[config.mk]
export PLATFORM = sky130hd
export DESIGN_NAME = rgb_unpacker
export DESIGN_NICKNAME = d
export VERILOG_FILES = /design/src/rtl/rgb_unpack_pkg.sv /design/src/rtl/fmt_tracker.sv /design/src/rtl/ddr_byte_capture.sv /design/src/rtl/chan_expand.sv /design/src/rtl/rgb_unpacker.sv
export SDC_FILE = /design/constraint.sdc
export NUM_CORES = 1
export LEC_CHECK = 0
export BUFFER_PORTS_ARGS = -buffer_cell sky130_fd_sc_hd__buf_2
export CORE_ASPECT_RATIO = 1.2
export CORE_UTILIZATION = 40
export CTS_BUF_LIST = sky130_fd_sc_hd__clkbuf_16
export CTS_CLUSTER_SIZE = 16
export DETAILED_ROUTE_END_ITERATION = 16
export PLACE_DENSITY = 0.66
export SYNTH_ARGS = -nofsm -noshare
export SYNTH_HDL_FRONTEND = slang
export SYNTH_SLANG_ARGS = --single-unit
[constraint.sdc]
create_clock -name clk_i -period 1 [get_ports clk_i]
set_input_delay 0.1 -clock clk_i [delete_from_list [all_inputs] [get_ports clk_i]]
set_output_delay 0.1 -clock clk_i [all_outputs]
set_load 0.01 [all_outputs]
[src/rtl/rgb_unpack_pkg.sv]
`timescale 1ns/1ps
package rgb_unpack_pkg;
  typedef enum logic [1:0] {
    FMT_RGB888 = 2'b00,
    FMT_DDR8   = 2'b01,
    FMT_RSVD   = 2'b10,
    FMT_RGB565 = 2'b11
  } in_fmt_e;
endpackage

[src/rtl/fmt_tracker.sv]
`timescale 1ns/1ps
module fmt_tracker
  import rgb_unpack_pkg::*;
(
  input  logic     clk_i,
  input  logic     rst_ni,
  input  logic     vsync_i,
  input  logic [1:0] fmt_sel_i,
  output in_fmt_e  fmt_o
);
  logic    vs_q;
  in_fmt_e fmt_eff;

  // frame start: new format applies to the pixel sampled on this edge
  assign fmt_eff = (vsync_i && !vs_q) ? in_fmt_e'(fmt_sel_i) : fmt_o;

  always_ff @(posedge clk_i or negedge rst_ni) begin
    if (!rst_ni) begin
      vs_q  <= 1'b0;
      fmt_o <= FMT_RGB888;
    end else begin
      vs_q  <= vsync_i;
      fmt_o <= fmt_eff;
    end
  end
endmodule

[src/rtl/ddr_byte_capture.sv]
`timescale 1ns/1ps
module ddr_byte_capture #(
  parameter int BYTE_W = 8
) (
  input  logic              clk_i,
  input  logic              rst_ni,
  input  logic [BYTE_W-1:0] byte_i,
  output logic [BYTE_W-1:0] byte_o
);
  always_ff @(negedge clk_i or negedge rst_ni) begin
    if (!rst_ni) byte_o <= '0;
    else         byte_o <= byte_i;
  end
endmodule

[src/rtl/chan_expand.sv]
`timescale 1ns/1ps
module chan_expand #(
  parameter int SRC_W = 5,
  parameter int DST_W = 8
) (
  input  logic [SRC_W-1:0] src_i,
  output logic [DST_W-1:0] dst_o
);
  localparam int FILL_W = DST_W - SRC_W;
  generate
    if (FILL_W > 0) begin : g_rep
      assign dst_o = {src_i, src_i[SRC_W-1 -: FILL_W]};
    end else begin : g_trunc
      assign dst_o = src_i[SRC_W-1 -: DST_W];
    end
  endgenerate
endmodule

[src/rtl/rgb_unpacker.sv]
`timescale 1ns/1ps
module rgb_unpacker
  import rgb_unpack_pkg::*;
#(
  parameter int CHAN_W = 8,
  parameter int R_W    = 5,
  parameter int G_W    = 6,
  parameter int B_W    = 5
) (
  input  logic              clk_i,
  input  logic              rst_ni,
  input  logic [1:0]        fmt_sel_i,
  input  logic [CHAN_W-1:0] red_i,
  input  logic [CHAN_W-1:0] green_i,
  input  logic [CHAN_W-1:0] blue_i,
  input  logic              hsync_i,
  input  logic              vsync_i,
  output logic [CHAN_W-1:0] red_o,
  output logic [CHAN_W-1:0] green_o,
  output logic [CHAN_W-1:0] blue_o,
  output logic              hsync_o,
  output logic              vsync_o,
  output logic              valid_o
);
  localparam int WORD_W = 2 * CHAN_W;

  in_fmt_e           fmt_act;
  logic [CHAN_W-1:0] s1_r, s1_g, s1_b, hi_q;
  logic              s1_hs, s1_vs, s1_vld;
  logic [WORD_W-1:0] word;
  logic [CHAN_W-1:0] xr, xg, xb;
  logic              packed_fmt;

  fmt_tracker u_fmt (
    .clk_i     (clk_i),
    .rst_ni    (rst_ni),
    .vsync_i   (vsync_i),
    .fmt_sel_i (fmt_sel_i),
    .fmt_o     (fmt_act)
  );

  // upper byte of the double-rate pair, caught between two rising edges
  ddr_byte_capture #(.BYTE_W(CHAN_W)) u_hi (
    .clk_i  (clk_i),
    .rst_ni (rst_ni),
    .byte_i (blue_i),
    .byte_o (hi_q)
  );

  always_ff @(posedge clk_i or negedge rst_ni) begin
    if (!rst_ni) begin
      s1_r   <= '0;
      s1_g   <= '0;
      s1_b   <= '0;
      s1_hs  <= 1'b0;
      s1_vs  <= 1'b0;
      s1_vld <= 1'b0;
    end else begin
      s1_r   <= red_i;
      s1_g   <= green_i;
      s1_b   <= blue_i;
      s1_hs  <= hsync_i;
      s1_vs  <= vsync_i;
      s1_vld <= 1'b1;
    end
  end

  always_comb begin
    unique case (fmt_act)
      FMT_RGB565: word = {s1_g, s1_b};
      default:    word = {hi_q, s1_b};
    endcase
  end

  assign packed_fmt = (fmt_act == FMT_RGB565) || (fmt_act == FMT_DDR8);

  chan_expand #(.SRC_W(R_W), .DST_W(CHAN_W)) u_xr (
    .src_i (word[WORD_W-1 -: R_W]),
    .dst_o (xr)
  );
  chan_expand #(.SRC_W(G_W), .DST_W(CHAN_W)) u_xg (
    .src_i (word[B_W +: G_W]),
    .dst_o (xg)
  );
  chan_expand #(.SRC_W(B_W), .DST_W(CHAN_W)) u_xb (
    .src_i (word[B_W-1:0]),
    .dst_o (xb)
  );

  always_ff @(posedge clk_i or negedge rst_ni) begin
    if (!rst_ni) begin
      red_o   <= '0;
      green_o <= '0;
      blue_o  <= '0;
      hsync_o <= 1'b0;
      vsync_o <= 1'b0;
      valid_o <= 1'b0;
    end else begin
      red_o   <= packed_fmt ? xr : s1_r;
      green_o <= packed_fmt ? xg : s1_g;
      blue_o  <= packed_fmt ? xb : s1_b;
      hsync_o <= s1_hs;
      vsync_o <= s1_vs;
      valid_o <= s1_vld;
    end
  end
endmodule

==> flow_summary_export.csv <==
group,metric,value,unit
setup_path,start_kind,"flop",
clock_network,cts_buffers,9,
worst_hold_path,min_from,"fmt_sel_i[1]",
setup_path,worstSetupPathType,"flop to flop",
floorplanning,fp.dieW,66.9,um
pwr,cellPowerDensity,2100,nW/um^2
grt,grt_pass1_vias,1405,
setup_path,path_delay_family,"flip-flops",
detailed_routing,remaining_drc_errors,0,
run_status,violations,"negative setup slack",
timing,rsz0062_at_grt,"true",
clock_network,clkTransAtPathRegs,50,ps
synth,yosysTopAreaCell,"dfrtp_1",
synth,synth_cells,128,
setup_path,r2r-start,"u_hi.byte_o[7]",
setup_path,crit_path_start,"u_hi.byte_o[7]",
placed_design,portBuffers,56,
setup_path,required,1200,ps
timing,setup_violations,20,
detailed_routing,viasPerCell,4.53,
worst_hold_path,hold_class,"primary input to flop",
finish,syn_to_final_growth,55.8,%
timing,fin_worst_skew,11.0,ps
setup_path,critPathSlowestCell,"dfrtn_1",
clock_network,clk_latency,330,ps
run_status,outcome,"finished with violations",
synth,synth.distinct_cells,16,
grt,grtUsageTotal,0.175,
finish,n_antenna_cell,0,
placed_design,hpwlAfterDp,2480,um
finish,drive_gt1_frac,0.450,
grt,grt_max_degree,20,
synth,ys_seq_elements,64,
grt,grt_pass1_wl,6450,um
synth,syn_area_per_cell,15.8,sq um
floorplanning,die_area,5340,sq um
detailed_routing,vias,1359,
setup_path,critPathBufInv,0,
pwr,p_leak,0.00154,uW
synth,yosysSeqAreaShare,0.792,
setup_path,crit_chain,"mux2i_4 > a21oi_2",
run,max-cap-violations,0,
clock_network,clockBufferDepth,2,
pwr,ir_drop,1.40,mV
timing,report.final.slew_viol_count,0,
finish,final_cell_area,3150,sq um
synth,synthesis.nets,158,
detailed_routing,drtAntennaViolNets,0,
detailed_routing,wl_per_cell,13.8,um
clock_network,cts.sinks,64,
synth,yosysWarnings,0,
placed_design,placed_area,2480,sq um
placed_design,preCtsSetupSlack,-233,ps
finish,stdcell_count,300,
synth,synthTopCellsByArea,"dfrtp_1 69%, dfrtn_1 9.9%, mux2i_1 4.0%",
grt,grt_overflow,0,
finish,finalNetCount,266,
placed_design,gp_congestion,0.730,
clock_network,h-tree-depth,3,
floorplanning,core_area,4900,sq um
detailed_routing,wirelength,4140,um
floorplanning,rows,28,
synth,syn_area,2020,sq um
synth,synth_top_area_share,0.693,
clock_network,cts_tree,"done",
clock_network,cts-root-buf,"clkbuf_16",
setup_path,endpoint_kind,"flop",
timing,setup_ws,-255,ps
setup_path,max_stage_delay,360,ps
pwr,p_total,6610,uW
placed_design,dp.cells,254,
detailed_routing,initialDrtViolationCount,64,
setup_path,cp_max_fo,2,
timing,hold_ws,17.9,ps
setup_path,cp.arrival,1460,ps
setup_path,r2r_setup_slack,-250,ps
floorplanning,die_height,79.9,um
floorplanning,start_util,0.412,
grt,antenna_found_initial,0,
detailed_routing,drt-pass1-iter-count,4,
timing,finalHoldViolCount,0,
floorplanning,io_pins,57,
worst reg2reg max path: cells and delay by family, from the launching register on:
kind           cells  cell delay [ps]
multiplexers       1              190
flip-flops         1              360
AO/OA/AOI/OAI      1               80
metrics by stage:
stage	utilization	setup TNS (ps)
floorplan	-	-1890
global placement	0.506	-2130
detailed placement	0.506	-2470
CTS	0.630	-3030
global route	0.642	-3600
finish	0.642	-2850
sequential cells by signal (all words and copies together), names as in the netlist:
name / cells
blue_o: 8
green_o: 8
red_o: 8
s1_b: 8
s1_g: 8
s1_r: 8
u_hi.byte_o: 8
u_fmt.fmt_o: 2
hsync_o: 1
s1_hs: 1
s1_vld: 1
u_fmt.vs_q: 1
valid_o: 1
vsync_o: 1
metal layers:
metal / part of all wire / global-route usage
met2: 0.53 / 0.288
met4: 0.020 / 0.102
met3: 0.051 / 0.0514
met5: 0 / 0
met1: 0.40 / 0.199
cell usage after synthesis:
library cell	n
dfrtp_1	56
dfrtn_1	8
conb_1	1
buf_6	3
mux2_2	4
inv_1	6
o21ai_1	6
nand2_1	3
a21oi_2	3
mux2i_1	8
buf_4	1
nor2_1	13
a21oi_1	10
mux2_4	3
buf_2	2
nor2b_1	1
power by group:
part	switching [uW]	leakage, uW	internal [uW]
logic	468	0.000667	579
clock network	1000	0.000127	1620
registers	98.7	0.000743	2840
cells by family after synthesis:
kind of cell	synth area share
flops	0.792
simple gates	0.0328
buf+inv	0.0365
compound gates	0.0526
other cells	0.00185
mux	0.0842
final cells by class:
cell class / count / area [sq um]
repair buffers: 103 / 783
clock inverters: 6 / 28.8
multi-input cells: 52 / 412
inverters: 6 / 22.5
clock buffers: 9 / 225
well taps: 60 / 75.1
fillers: 384 / 1760
flip-flops and latches: 64 / 1600
final timing paths:
| kind | depth (start not counted) | to |
|---|---|---|
| worst max-delay path | 2 | red_o[7] |
| worst min-delay path | 2 | u_fmt.fmt_o[1] |
| worst max register to register | 2 | red_o[7] |
| worst min register to register | 0 | valid_o |
| max in group asynchronous | 2 | u_hi.byte_o[4] |
| min in group asynchronous | 2 | s1_b[3] |
placed cells by master (no fill, tap or decap), types with 6 or more instances in the layout:
cell | synthesis | layout
a21oi_1 | 10 | 8
buf_2 | 2 | 55
buf_4 | 1 | 12
clkbuf_16 | 0 | 10
dfrtn_1 | 8 | 8
dfrtp_1 | 56 | 55
dlygate4sd3_1 | 0 | 28
inv_1 | 6 | 7
mux2_4 | 3 | 7
mux2i_1 | 8 | 6
nor2_1 | 13 | 12
timing repair:
action | 4_1_cts | 5_1_grt
hold buffers | 28 | 0
buffers inserted | 0 | 2
endpoints found under the hold margin | 30 | 0
cloned | 2 | 0
pin swaps | 6 | 6
endpoints found under the setup margin | 17 | 33
gates resized for setup | 3 | 23
No activity file was read; power rests on OpenSTA's default activity.
